### config.mk
export PLATFORM = sky130hd
export DESIGN_NAME = bitband_remap
export DESIGN_NICKNAME = d
export VERILOG_FILES = /design/src/rtl/bitband_remap.sv
export SDC_FILE = /design/constraint.sdc
export NUM_CORES = 1
export LEC_CHECK = 0
export BUFFER_PORTS_ARGS = -buffer_cell sky130_fd_sc_hd__buf_2
export CAP_MARGIN = 20
export CORE_MARGIN = 4
export CORE_UTILIZATION = 26
export DETAILED_ROUTE_END_ITERATION = 6
export HOLD_SLACK_MARGIN = 0.12
export REMOVE_ABC_BUFFERS = 1
export SLEW_MARGIN = 0
export SYNTH_ARGS = -nofsm -noshare
export SYNTH_HDL_FRONTEND = slang
export SYNTH_SLANG_ARGS = --single-unit
### constraint.sdc
create_clock -name clk -period 5.4 [get_ports clk]
set_clock_uncertainty 0.2 [all_clocks]
set_input_delay 0.54 -clock clk [delete_from_list [all_inputs] [get_ports clk]]
set_output_delay 0.54 -clock clk [all_outputs]
set_load 0.01 [all_outputs]
### src/rtl/bitband_remap.sv
module bitband_remap #(
  parameter logic [31:0] SRAM_BASE  = 32'h2000_0000,
  parameter logic [31:0] SRAM_ALIAS = 32'h2800_0000,
  parameter logic [31:0] PERI_BASE  = 32'h4000_0000,
  parameter logic [31:0] PERI_ALIAS = 32'h4200_0000,
  parameter int          ALIAS_AW   = 25
) (
  input  logic        clk,
  input  logic        rst_n,
  input  logic        req_valid,
  output logic        req_ready,
  input  logic        req_write,
  input  logic [31:0] req_addr,
  input  logic [31:0] req_wdata,
  output logic        rsp_valid,
  output logic [31:0] rsp_rdata,
  output logic        mem_en,
  output logic        mem_we,
  output logic [31:0] mem_addr,
  output logic [31:0] mem_wdata,
  input  logic [31:0] mem_rdata
);
  localparam int TW = ALIAS_AW - 7;

  typedef enum logic {S_IDLE, S_WBACK} state_t;
  state_t state;

  logic [31:0] addr_q;
  logic [4:0]  bit_q;
  logic        wbit_q, rsp_pend, rsp_alias;

  logic        hit_s, hit_p, hit, acc, wback;
  logic [31:0] word_off, tgt, mask, merged;

  assign hit_s    = req_addr[31:ALIAS_AW] == SRAM_ALIAS[31:ALIAS_AW];
  assign hit_p    = req_addr[31:ALIAS_AW] == PERI_ALIAS[31:ALIAS_AW];
  assign hit      = hit_s | hit_p;
  assign word_off = {{(32-TW-2){1'b0}}, req_addr[ALIAS_AW-1:7], 2'b00};
  assign tgt      = (hit_s ? SRAM_BASE : PERI_BASE) + word_off;

  assign wback     = state == S_WBACK;
  assign req_ready = !wback;
  assign acc       = req_valid && req_ready;

  assign mask   = 32'd1 << bit_q;
  assign merged = wbit_q ? (mem_rdata | mask) : (mem_rdata & ~mask);

  assign mem_en    = acc || wback;
  assign mem_we    = wback || (acc && req_write && !hit);
  assign mem_addr  = wback ? addr_q : (hit ? tgt : req_addr);
  assign mem_wdata = wback ? merged : req_wdata;

  assign rsp_valid = rsp_pend;
  assign rsp_rdata = rsp_alias ? {31'd0, mem_rdata[bit_q]} : mem_rdata;

  always_ff @(posedge clk or negedge rst_n) begin
    if (!rst_n) begin
      state     <= S_IDLE;
      addr_q    <= '0;
      bit_q     <= '0;
      wbit_q    <= 1'b0;
      rsp_pend  <= 1'b0;
      rsp_alias <= 1'b0;
    end else begin
      rsp_pend <= acc && !req_write;
      state    <= (acc && req_write && hit) ? S_WBACK : S_IDLE;
      if (acc) begin
        addr_q    <= tgt;
        bit_q     <= req_addr[6:2];
        wbit_q    <= req_wdata[0];
        rsp_alias <= hit;
      end
    end
  end
endmodule


==> out/results.tsv <==
metric	value	unit
final_common_cell	buf_2	
leakage	2.39	nW
post-place-cells	730	
syn_area_per_cell	7.00	sq um
tightest_slew	1.05	ns
synth_top_area_cell	dfrtp_1	
nNetsFinal	699	
outcome	finished, final reports clean	
hold_violations	0	
yosysWarningCount	0	
die_y	115	microns
maxCapViolations	0	
syn_inst	429	
grt_overflow	0	
setup_viol	0	
gp_congestion	0.830	
vias	3608	
dpl_cell_area	0.00403	sq mm
clk_latency	0.27	ns
grt_setup_unrepaired	no	
core_area	0.0111	sq mm
period_needed	3.31	ns
cts_resized	0	
p_clk_frac	0.385	
synth-edff-count	0	
path_class	reg2out	
cts_hold_buf	0	
final_cell_mix	199 x buf_2, 119 x nand2_1, 57 x mux2i_1	
die_w	115	microns
worst_slew_margin_rel	0.300	
whs	0.0938	ns
area_growth	41.3	%
antenna_found_initial	1	
worstPathMaxFanout	22	
synth_area	0.00300	sq mm
ys_async_sr_fraction	1.00	
dpl.hpwl	8.24	mm
cellPowerDensity	195	mW/mm^2
synthFlopType	dfrtp_1	
viasPerCell	4.88	
cts_max_path_buffers	2	
switchingPower	262	uW
pwr-share-seq	0.325	
grt_pass1_wl	17.3	mm
yosys_register_bits	29	
drc	0	
fmax	302	MHz
grt_use_total	0.159	
routed_wl	11.1	mm
antenna-diode-count	0	
htreeDepth	2	
ir_drop	0.000120	V
dieArea	0.0133	sq mm
hold_class	in2async	
post_cts_buffers	0	
cts_tree	yes	
cts_root_buf	clkbuf_16	
synth_cell_types	31	
ys_seq_area_frac	0.242	
final_cell_area	0.00424	sq mm
avgRoutedWirePerCell	15.0	microns
synth.top_cell.area_share	0.242	
clkTransAtPathRegs	0.06	ns
intPower	564	uW
crit_required	4.66	ns
timing_max_transition_violations_final	0	
grt_max_degree	109	
cp.arrival	2.57	ns
io_buffer_count	199	
ios	200	
pwr-share-comb	0.290	
cp-end-kind	output port	
switching_share	0.317	
start_util	0.271	
grt_pass1_vias	3589	
yosys-top-cells-area	dfrtp_1 24%, mux2i_1 19%, nand2_1 15%	
cts_buffers	5	
critPathLaunchType	flip-flop	
clock-sinks	29	
final_cells	740	
final_antenna_net_count	0	
drt_iter0_markers	142	
layout-drive-gt1-share	0.362	
finalCritPeriodShare	0.614	
timing.setup.tns	0	ns
placementRows	38	
dr.pass1.iters	4	
sequential cells by signal, summed over array words and instances, names as in the netlist:
register	flops
addr_q	20
bit_q	5
rsp_alias	1
rsp_valid	1
state	1
wbit_q	1
per-layer routing:
| metal | vias up | share of wire | global-route usage |
|---|---|---|---|
| met5 | - | 0.00063 | 0 |
| met4 | 2 | 0.0065 | 0.0250 |
| met3 | 8 | 0.088 | 0.0313 |
| met2 | 161 | 0.48 | 0.290 |
| met1 | 1653 | 0.43 | 0.197 |
| li1 | 1784 | - | - |
per-stage QoR:
step / utilization / total power, mW / worst slack (ns)
detailed placement: 0.364 / 0.511 / 2.34
global placement: 0.364 / 0.508 / 2.38
finish: 0.383 / 0.826 / 2.09
floorplan: - / 0.386 / 1.89
CTS: 0.379 / 0.836 / 2.04
global route: 0.383 / 0.875 / 1.86
layout make-up:
type	instances	area, sq um
clock buffer	5	125
timing repair buffer	201	1040
sequential	29	729
clock inverter	3	46.3
inverter	2	7.51
tap	140	175
fill	1189	6840
multi-input combinational	360	2120
worst paths after layout:
path	startpoint	end	slack, ns	depth (start not counted)
max	bit_q[1]	mem_wdata[30]	2.09	5
min	rst_n	addr_q[19]	0.09	1
max reg2reg	state	rsp_alias	2.56	3
min reg2reg	addr_q[3]	addr_q[3]	0.27	2
max in group asynchronous	rst_n	state	4.40	1
min in group clk	req_write	rsp_valid	0.25	2
power by group through the flow:
stage               Combinational (mW)  Sequential, mW  Clock [mW]
floorplan                        0.125           0.261           0
global route                     0.267           0.272       0.336
detailed placement               0.239           0.272           0
finish                           0.240           0.268       0.318
CTS                              0.241           0.269       0.327
global placement                 0.237           0.271           0
cell usage after synthesis (all sizes together), types with 5 or more instances:
master,n
mux4,5
and3,9
clkbuf,29
o21ai,20
mux2i,57
nor2,42
nand2,119
buf,9
dfrtp,29
a21oi,33
nand3,12
nor2b,39
nor3,6
cell families (layout without fill, tap and decap cells):
family	after synthesis	count (layout)	share of synthesized area
compound gates	58	58	0.101
buf+inv	40	211	0.0567
flops	29	29	0.242
mux	64	64	0.240
simple gates	238	238	0.361
worst max-delay path, stage by stage (launching register included):
cell and delay [ns]:
dfrtp_1 0.92, nor2b_1 0.68, nand4_1 0.20, mux2i_1 0.17, a21oi_1 0.19, buf_2 0.15
(Power assumes the default switching activity.)
